$ cat config.mk
export PLATFORM = sky130hd
export DESIGN_NAME = e3_gap_tx
export DESIGN_NICKNAME = d
export VERILOG_FILES = /design/src/rtl/e3_gap_pkg.sv /design/src/rtl/e3_rate_gen.sv /design/src/rtl/e3_frame_seq.sv /design/src/rtl/e3_tx_out.sv /design/src/rtl/e3_gap_tx.sv
export SDC_FILE = /design/constraint.sdc
export NUM_CORES = 1
export LEC_CHECK = 0
export ABC_AREA = 1
export CORE_MARGIN = 2
export CORE_UTILIZATION = 62
export CTS_CLUSTER_DIAMETER = 60
export DETAILED_ROUTE_END_ITERATION = 7
export PLACE_DENSITY = 0.92
export SYNTH_ARGS = -nofsm -noshare
export SYNTH_HDL_FRONTEND = slang
export SYNTH_SLANG_ARGS = --single-unit
$ cat constraint.sdc
create_clock -name clk_i -period 4.7 [get_ports clk_i]
set_input_delay 0.94 -clock clk_i [delete_from_list [all_inputs] [get_ports clk_i]]
set_output_delay 0.94 -clock clk_i [all_outputs]
set_load 0.05 [all_outputs]
$ cat src/rtl/e3_gap_pkg.sv
package e3_gap_pkg;
  typedef enum logic [2:0] {
    SLOT_FAW,
    SLOT_ALM,
    SLOT_RSV,
    SLOT_CBIT,
    SLOT_PAY
  } slot_e;
endpackage

$ cat src/rtl/e3_rate_gen.sv
module e3_rate_gen #(
  parameter int NUM = 179,
  parameter int DEN = 270
) (
  input  logic clk_i,
  input  logic rst_ni,
  output logic ce_o
);
  localparam int ACC_W = $clog2(DEN);
  localparam int SUM_W = ACC_W + 1;

  logic [ACC_W-1:0] acc_q;
  logic [SUM_W-1:0] sum;

  assign sum  = {1'b0, acc_q} + SUM_W'(NUM);
  assign ce_o = (sum >= SUM_W'(DEN));

  always_ff @(posedge clk_i or negedge rst_ni) begin
    if (!rst_ni) acc_q <= '0;
    else         acc_q <= ce_o ? ACC_W'(sum - SUM_W'(DEN)) : ACC_W'(sum);
  end

  assert_acc_range_R2: assert property (@(posedge clk_i) disable iff (!rst_ni)
    acc_q < ACC_W'(DEN));

  generate
    if (2 * NUM >= DEN) begin : g_dense
      assert_no_double_gap_R2: assert property (@(posedge clk_i) disable iff (!rst_ni)
        !ce_o |=> ce_o);
    end
  endgenerate
endmodule

$ cat src/rtl/e3_frame_seq.sv
module e3_frame_seq
  import e3_gap_pkg::*;
#(
  parameter int SET_BITS = 384,
  parameter int NUM_SETS = 4,
  parameter int FAW_W    = 10,
  parameter int CBITS    = 4,
  parameter int LEAD_W   = 8
) (
  input  logic                      clk_i,
  input  logic                      rst_ni,
  input  logic                      ce_i,
  input  logic [LEAD_W-1:0]         lead_i,
  output slot_e                     slot_o,
  output logic [$clog2(FAW_W)-1:0]  faw_idx_o,
  output logic                      sync_hit_o
);
  localparam int OFF_W = $clog2(SET_BITS);
  localparam int SET_W = (NUM_SETS > 1) ? $clog2(NUM_SETS) : 1;
  localparam int POS_W = $clog2(SET_BITS * NUM_SETS);
  localparam int FI_W  = $clog2(FAW_W);
  localparam logic [POS_W-1:0] C11_POS = POS_W'(SET_BITS);

  logic [OFF_W-1:0]  off_q;
  logic [SET_W-1:0]  set_q;
  logic [LEAD_W-1:0] lead_q;
  logic [POS_W-1:0]  pos;
  logic              set_end, frame_end, frame_start;

  assign set_end     = (off_q == OFF_W'(SET_BITS - 1));
  assign frame_end   = set_end && (set_q == SET_W'(NUM_SETS - 1));
  assign pos         = POS_W'(set_q) * POS_W'(SET_BITS) + POS_W'(off_q);
  assign frame_start = (pos == '0);

  always_ff @(posedge clk_i or negedge rst_ni) begin
    if (!rst_ni) begin
      off_q <= '0;
      set_q <= '0;
    end else if (ce_i) begin
      if (set_end) begin
        off_q <= '0;
        set_q <= frame_end ? '0 : set_q + 1'b1;
      end else begin
        off_q <= off_q + 1'b1;
      end
    end
  end

  // lead captured while position 1 goes out; marker targets are far later
  always_ff @(posedge clk_i or negedge rst_ni) begin
    if (!rst_ni)                  lead_q <= '0;
    else if (ce_i && frame_start) lead_q <= lead_i;
  end

  assign sync_hit_o = (pos == C11_POS - POS_W'(lead_q));
  assign faw_idx_o  = off_q[FI_W-1:0];

  always_comb begin
    slot_o = SLOT_PAY;
    if (set_q == '0) begin
      if (off_q < OFF_W'(FAW_W))       slot_o = SLOT_FAW;
      else if (off_q == OFF_W'(FAW_W)) slot_o = SLOT_ALM;
      else if (off_q == OFF_W'(FAW_W + 1)) slot_o = SLOT_RSV;
    end else if (off_q < OFF_W'(CBITS)) begin
      slot_o = SLOT_CBIT;
    end
  end

  assert_off_range_R1: assert property (@(posedge clk_i) disable iff (!rst_ni)
    off_q < OFF_W'(SET_BITS));
  assert_hold_on_gap_R1: assert property (@(posedge clk_i) disable iff (!rst_ni)
    !ce_i |=> $stable(off_q) && $stable(set_q));
  assert_frame_wrap_R1: assert property (@(posedge clk_i) disable iff (!rst_ni)
    (ce_i && frame_end) |=> (off_q == '0) && (set_q == '0));
  assert_lead_frame_only_R8: assert property (@(posedge clk_i) disable iff (!rst_ni)
    !$stable(lead_q) |-> $past(ce_i && frame_start));
endmodule

$ cat src/rtl/e3_tx_out.sv
module e3_tx_out
  import e3_gap_pkg::*;
#(
  parameter int               FAW_W    = 10,
  parameter logic [FAW_W-1:0] FAW_WORD = 10'b1111010000
) (
  input  logic                     clk_i,
  input  logic                     rst_ni,
  input  logic                     ce_i,
  input  slot_e                    slot_i,
  input  logic [$clog2(FAW_W)-1:0] faw_idx_i,
  input  logic                     sync_hit_i,
  input  logic                     alarm_i,
  input  logic                     rsvd_i,
  input  logic                     pay_data_i,
  output logic                     ready_o,
  output logic                     data_o,
  output logic                     en_o,
  output logic                     sync_o
);
  localparam int FI_W = $clog2(FAW_W);

  logic bit_d;

  assign ready_o = ce_i && (slot_i == SLOT_PAY);

  always_comb begin
    case (slot_i)
      SLOT_FAW: bit_d = FAW_WORD[FI_W'(FAW_W - 1) - faw_idx_i];
      SLOT_ALM: bit_d = alarm_i;
      SLOT_RSV: bit_d = rsvd_i;
      SLOT_PAY: bit_d = pay_data_i;
      default:  bit_d = 1'b0;
    endcase
  end

  always_ff @(posedge clk_i or negedge rst_ni) begin
    if (!rst_ni) begin
      data_o <= 1'b0;
      en_o   <= 1'b0;
      sync_o <= 1'b0;
    end else begin
      en_o   <= ready_o;
      sync_o <= ce_i && sync_hit_i;
      if (ce_i) data_o <= bit_d;
    end
  end

  assert_cbit_zero_R5: assert property (@(posedge clk_i) disable iff (!rst_ni)
    (ce_i && slot_i == SLOT_CBIT) |=> !data_o);
  assert_en_follows_ready_R6: assert property (@(posedge clk_i) disable iff (!rst_ni)
    en_o |-> $past(ready_o));
  assert_ohd_no_en_R3: assert property (@(posedge clk_i) disable iff (!rst_ni)
    (ce_i && slot_i != SLOT_PAY) |=> !en_o);
  assert_gap_quiet_R1: assert property (@(posedge clk_i) disable iff (!rst_ni)
    !ce_i |=> $stable(data_o) && !sync_o && !en_o);
endmodule

$ cat src/rtl/e3_gap_tx.sv
module e3_gap_tx
  import e3_gap_pkg::*;
#(
  parameter int               RATE_NUM = 179,
  parameter int               RATE_DEN = 270,
  parameter int               SET_BITS = 384,
  parameter int               NUM_SETS = 4,
  parameter int               CBITS    = 4,
  parameter int               LEAD_W   = 8,
  parameter int               FAW_W    = 10,
  parameter logic [FAW_W-1:0] FAW_WORD = 10'b1111010000
) (
  input  logic              clk_i,
  input  logic              rst_ni,
  input  logic              alarm_i,
  input  logic              rsvd_i,
  input  logic [LEAD_W-1:0] sync_lead_i,
  input  logic              pay_data_i,
  output logic              pay_ready_o,
  output logic              tx_data_o,
  output logic              tx_en_o,
  output logic              tx_sync_o
);
  localparam int FI_W = $clog2(FAW_W);

  logic            ce;
  slot_e           slot;
  logic [FI_W-1:0] faw_idx;
  logic            sync_hit;

  e3_rate_gen #(.NUM(RATE_NUM), .DEN(RATE_DEN)) u_rate (
    .clk_i (clk_i),
    .rst_ni(rst_ni),
    .ce_o  (ce)
  );

  e3_frame_seq #(
    .SET_BITS(SET_BITS), .NUM_SETS(NUM_SETS), .FAW_W(FAW_W),
    .CBITS(CBITS), .LEAD_W(LEAD_W)
  ) u_seq (
    .clk_i     (clk_i),
    .rst_ni    (rst_ni),
    .ce_i      (ce),
    .lead_i    (sync_lead_i),
    .slot_o    (slot),
    .faw_idx_o (faw_idx),
    .sync_hit_o(sync_hit)
  );

  e3_tx_out #(.FAW_W(FAW_W), .FAW_WORD(FAW_WORD)) u_out (
    .clk_i     (clk_i),
    .rst_ni    (rst_ni),
    .ce_i      (ce),
    .slot_i    (slot),
    .faw_idx_i (faw_idx),
    .sync_hit_i(sync_hit),
    .alarm_i   (alarm_i),
    .rsvd_i    (rsvd_i),
    .pay_data_i(pay_data_i),
    .ready_o   (pay_ready_o),
    .data_o    (tx_data_o),
    .en_o      (tx_en_o),
    .sync_o    (tx_sync_o)
  );

  assert_sync_not_on_gap_R7: assert property (@(posedge clk_i) disable iff (!rst_ni)
    tx_sync_o |=> !tx_sync_o);
endmodule

### Yosys cells after proc, flatten, opt, wreduce, memory -nomap -nowiden

Memory sizes are Yosys's and may differ from the RTL's.
Index checks and enable logic that the tools add are counted.

* div/mod/pow operators: 0
* reduce and logical (&&, ||, !) cells: 8
* $mul: 1
* bitwise logic cells: 0
* eq/ne operators: 8
* $lt $le $gt $ge: 4
* add/sub/neg operators: 7
* shift operators: 0
* multiplexer cells: 10

Operators with widths (number)
* 9-bit by 4-bit == test with 1-bit output (second input constant): 2
* 9-bit two-way mux: 2
* 3-bit two-way mux: 5
* 11-bit by 9-bit adder with 11-bit output: 1
* 11-bit == test: 1
* 11-bit zero test: 1
* 9-bit by 8-bit adder with 10-bit output (second input constant): 1
* 10-bit by 9-bit >= comparator with 1-bit output (second input constant): 1
* 9-bit by 8-bit subtractor with 10-bit output (first input constant): 1
* 9-bit by 1-bit adder with 9-bit output (second input constant): 1
* 9-bit == test (second input constant): 1
* 9-bit by 3-bit < comparator with 1-bit output (second input constant): 1
* 9-bit by 4-bit < comparator with 1-bit output (second input constant): 1
* 9-bit subtractor (second input constant): 1
* 4-bit by 5-bit < comparator with 1-bit output (second input constant): 1
* 1-bit logical AND: 4
* 2-bit by 2-bit multiplier with 4-bit output (second input constant): 1
* 1-bit case mux with 4 select lines: 1
* 4-bit subtractor (first input constant): 1
* 3-bit by 1-bit == test with 1-bit output (second input constant): 1
* 3-bit by 2-bit == test with 1-bit output (second input constant): 1
* 3-bit == test (second input constant): 1
* 3-bit zero test: 1
* 2-bit by 1-bit adder with 2-bit output (second input constant): 1
* 5 further kinds: 5

* logic and storage cells: 46
* ROM bits: 16
* bits in latches: 0
* input port bits: 13
* RAM bits: 0
* bits in registers: 31
* output and inout port bits: 4
* memories: 1

Memory list
* (name not given): words 16, width 1, rd ports 1, clocked after memory_dff 0, wr ports 0, line e3_tx_out.sv:29 `SLOT_FAW: bit_d = FAW_WORD[FI_W'(FAW_W - 1) - faw_idx_i];`

### Depth between registers and ports, before layout

* word-level depth: 7
* gate-level depth with buffers: 15

### Hierarchy

From an unflattened synthesis, not the netlist that was laid out.

* cell total of the unflattened synthesis: 335
* area, all modules: 2432.3 µm²

Modules (own cells, without submodules)
* e3_frame_seq: cells an instance 207, sequential area each 475.5 µm², area each 1462.7 µm², instances 1
* e3_rate_gen: cells an instance 96, sequential area each 225.2 µm², area each 759.5 µm², instances 1
* e3_tx_out: cells an instance 32, sequential area each 75.1 µm², area each 210.2 µm², instances 1

### Worst setup path before layout

OpenSTA, ideal clock, no wires.

* path type: reg2out
* start: register u_rate.acc_q[0]
* end: output port pay_ready_o
* arrival: 2.064 ns
* path buffers: 1
* setup slack: 1.696 ns
* required time: 3.760 ns
* cell stages (with the launch flop): 14
* cell sequence: dfrtp_1 -> inv_1 -> ha_1 -> inv_1 -> nand3_1 -> nand2_2 -> xor2_2 -> nor2_1 -> nand3_1 -> nand2_2 -> nand2_4 -> inv_4 -> buf_6 -> a21oi_2

* word-level cells in the longest chain between the ends: 3

Ends and longest elaborated chain
* start: declaration: line e3_rate_gen.sv:12 `logic [ACC_W-1:0] acc_q;`
* start signal: assignment: line e3_rate_gen.sv:20 `else acc_q <= ce_o ? ACC_W'(sum - SUM_W'(DEN)) : ACC_W'(sum);`
* 9-bit by 8-bit adder with 10-bit output: line e3_rate_gen.sv:15 `assign sum = {1'b0, acc_q} + SUM_W'(NUM);`
* net u_rate.sum[0]: line e3_rate_gen.sv:13 `logic [SUM_W-1:0] sum;`
* 10-bit by 9-bit >= comparator with 1-bit output: line e3_rate_gen.sv:16 `assign ce_o = (sum >= SUM_W'(DEN));`
* 1-bit logical AND: line e3_tx_out.sv:25 `assign ready_o = ce_i && (slot_i == SLOT_PAY);`
* end: declaration: line e3_gap_tx.sv:19 `output logic pay_ready_o,`

The timed path passes the listed nets, and every way through them passes these cells.

### Worst setup path after layout

Ends and elaborated chain as after synthesis.

==> key figures <==
Status
  • Outcome: finished clean

Clock tree
  • Setup Buffers After CTS: 0
  • CTS resizes: 0
  • CTS Sinks: 31
  • CTS tree: done
  • TritonCTS Buffers: 5
  • CTS Buffer Depth: 2
  • Root buffer cell: clkbuf_8
  • Clk_lat worst skew: 290 ps
  • # H-tree levels: 2
  • # hold bufs at CTS: 0
  • Clk slew on worst S/H paths: 70 ps

Logic synthesis
  • Sequential share of the synthesized area: 0.330
  • Most common library cells after synthesis: 96 x nand2_1, 45 x inv_1, 37 x nand3_1
  • Synth area leader: dfrtp_1
  • FF+latch count, synth: 31
  • Yosys top cell area share: 0.330
  • Largest family of logic cells by synthesized area: simple AND/OR/NAND/NOR gates
  • Synth Area in Compound Gates: 0.0506
  • Most common cell in the netlist: nand2_1
  • Syn_nets: 351
  • Xor/xnor cell area share of the yosys netlist: 0.0959
  • Synth top area cells: dfrtp_1 33%, nand2_1 15%, nand3_1 7.9%
  • Predominant post-synthesis flop cell: dfrtp_1
  • Syn Std Cell Area: 0.00235 mm^2
  • Multiplexer area fraction after synthesis: 0
  • Number of enable flip-flop cells after synthesis: 0
  • Mean post-synth cell area: 7.27 um^2
  • Async SR Flop Fraction: 1.00
  • Synth unique cells: 30
  • Synth warnings: 0
  • Cells after Synth: 323
  • Simple logic cell fraction of the synthesized area: 0.339
  • Post-synthesis adder-cell area fraction: 0.0832

Final layout
  • N_diodes: 0
  • Cell Count, Final, Fillers Out: 390
  • Multi-input gate area: 0.00134 mm^2
  • Final instance area: 0.00261 mm^2
  • # fillers: 267
  • Layout cell share with drive strength beyond 1: 0.0643
  • Layout Nets: 369
  • Layout area overhead: 11.4%
  • FF/Latch Area: 776 um^2

Placed design
  • GP Congestion: 0.880
  • DP Wirelength: 3530 um
  • Placed Instances: 382
  • Buffers on Ports: 16
  • Area after DPL: 0.00251 mm^2

Route
  • Vias per std cell: 5.19
  • Wirelength, routed: 4710 um
  • Antenna viol nets, final: 0
  • Starting DRT DRC Count: 98
  • Drt drc: 0
  • Total number of vias: 2025
  • Pre-Repair DR Iteration Count: 4
  • Avg WL per Cell: 12.1 um

Timing
  • Slew HR: 0.628
  • Fmax: 246 MHz
  • Setup TNS: 0 ps
  • Final setup fails: 0
  • Post-route minimum period: 4060 ps
  • Slew Limit Fails: 0
  • Final worst-path cycle share: 0.865
  • Final count of hold timing violations: 0
  • Least-Margin Pin Slew: 554 ps
  • Clock skew: 7.39 ps
  • RSZ-0062 raised after global routing: false

Power
  • Psw: 124 uW
  • Clk network pwr share: 0.433
  • Reg power frac: 0.503
  • Comb power frac: 0.065
  • Power density cells: 209 mW/mm^2
  • Leakage power: 0.00135 uW
  • Pint: 422 uW
  • VDD IR-drop max: 0.146 mV
  • Sw Share: 0.227

Die
  • IO Pins: 17
  • Die W: 65.5 um
  • Initial core utilization: 0.641
  • Die Area: 0.00429 mm^2
  • Chip height: 65.5 um
  • Core Footprint: 0.00366 mm^2
  • # rows: 22

Global routing
  • Gr ovfl total: 0
  • GRT Total Usage: 0.260
  • Vias in the first global route: 2002
  • Maximum number of pins on one net before global-route repair: 37
  • First-pass GRT wire length: 8590 um
  • Initial antenna violation count: 0

Hold path
  • Min-delay worst type: reg2reg
  • Hold depth: 1
  • Hold Path Sink: u_rate.acc_q[0]
  • Min-delay src: u_rate.acc_q[0]

Critical path
  • Worst EP arrival: 3120 ps
  • Worst EP required: 3760 ps
  • Kind of critical path: reg2out
  • Type of origin of the critical path: register
  • Crit-path leading delay family: buffers and inverters
  • Worst reg2reg endpoint: u_seq.lead_q[1]
  • R2r setup slk: 2190 ps
  • WP buf/inv: 4
  • Worst r2r path cells: 9
  • Worst-path fanout max: 36
  • Max incr delay on CP: 810 ps
  • Reg2reg start: u_seq.set_q[0]
  • CP Capture Type: output pin
  • Cells along the critical path: inv_1, ha_1, inv_1, nand3_1, nand2_2, xor2_2, nor2_1, nand3_1, nand2_2, nand2_4, inv_4, a21oi_2, clkdlybuf4s50_1
  • Crit path max-delay cell type: clkdlybuf4s50_1

Run
  • Max-cap viol count: 0
==> sequential cells by signal, summed over array words and instances, names as in the netlist <==
name          cells
u_seq.lead_q      8
u_out.sync_o      1
u_out.en_o        1
u_seq.set_q       2
u_rate.acc_q      9
u_seq.off_q       9
u_out.data_o      1
==> final cells by class <==
cell class / count / share of cell area
Timing Repair Buffer: 17 / 0.0641
Tap cell: 48 / 0.0230
Multi-Input combinational cell: 240 / 0.511
Clock buffer: 8 / 0.0383
Inverter: 46 / 0.0670
Sequential cell: 31 / 0.297
==> stage by stage <==
| stage | utilization | hold WS, ps | power [uW] | worst slack, ps |
|---|---|---|---|---|
| final | 0.714 | 463 | 546 | 635 |
| after global routing | 0.714 | 488 | 567 | 381 |
| after CTS | 0.714 | 469 | 549 | 607 |
| after detailed placement | 0.687 | 456 | 315 | 925 |
| after global placement | 0.687 | 443 | 314 | 1000 |
| after floorplan | - | 430 | 295 | 1700 |
==> layout by cell type, fill, tap and decap left out, types with 3 or more instances in the layout <==
cell	synthesis	final
nand2_1	96	96
inv_1	45	45
nand3_1	37	37
dfrtp_1	31	31
nor2_1	23	23
clkdlybuf4s50_1	0	16
xor2_1	14	14
ha_1	14	14
o21ai_0	8	8
xnor2_1	8	8
o21ai_1	8	8
nor3_1	7	7
clkbuf_8	0	7
nand4_1	4	4
nor2_2	3	3
a21oi_1	3	3
==> per-layer routing <==
layer / track usage / vias up / routed length [um]
met2: 0.438 / 37 / 2330
met3: 0.0428 / 9 / 174
met4: 0.115 / 0 / 96
met5: 0 / - / 0
met1: 0.330 / 935 / 2110
li1: - / 1044 / -
==> cells by family (layout without fill, tap and decap cells) <==
family / after synthesis / in the layout
simple gates: 179 / 179
buf+inv: 52 / 71
flops: 31 / 31
xor+xnor: 24 / 24
compound gates: 22 / 22
fa+ha+maj: 15 / 15
==> worst max path at each step <==
stage / slack [ps] / cells after the start / to / startpoint
floorplan: 1700 / 13 / pay_ready_o / u_rate.acc_q[0]
CTS: 610 / 13 / pay_ready_o / u_rate.acc_q[0]
finish: 640 / 13 / pay_ready_o / u_rate.acc_q[0]
detailed placement: 930 / 13 / pay_ready_o / u_rate.acc_q[0]
global placement: 1000 / 13 / pay_ready_o / u_rate.acc_q[0]
global route: 380 / 12 / pay_ready_o / u_rate.acc_q[0]
==> power groups by stage <==
| stage | clock, uW | combinational (uW) | sequential, uW |
|---|---|---|---|
| 2_1_floorplan | 0 | 14.6 | 280 |
| 3_3_place_gp | 0 | 34.3 | 279 |
| 3_5_place_dp | 0 | 35.9 | 280 |
| 4_1_cts | 239 | 35.9 | 275 |
| 5_1_grt | 252 | 40.4 | 275 |
| 6_report | 236 | 35.4 | 275 |
(Power assumes the default switching activity.)
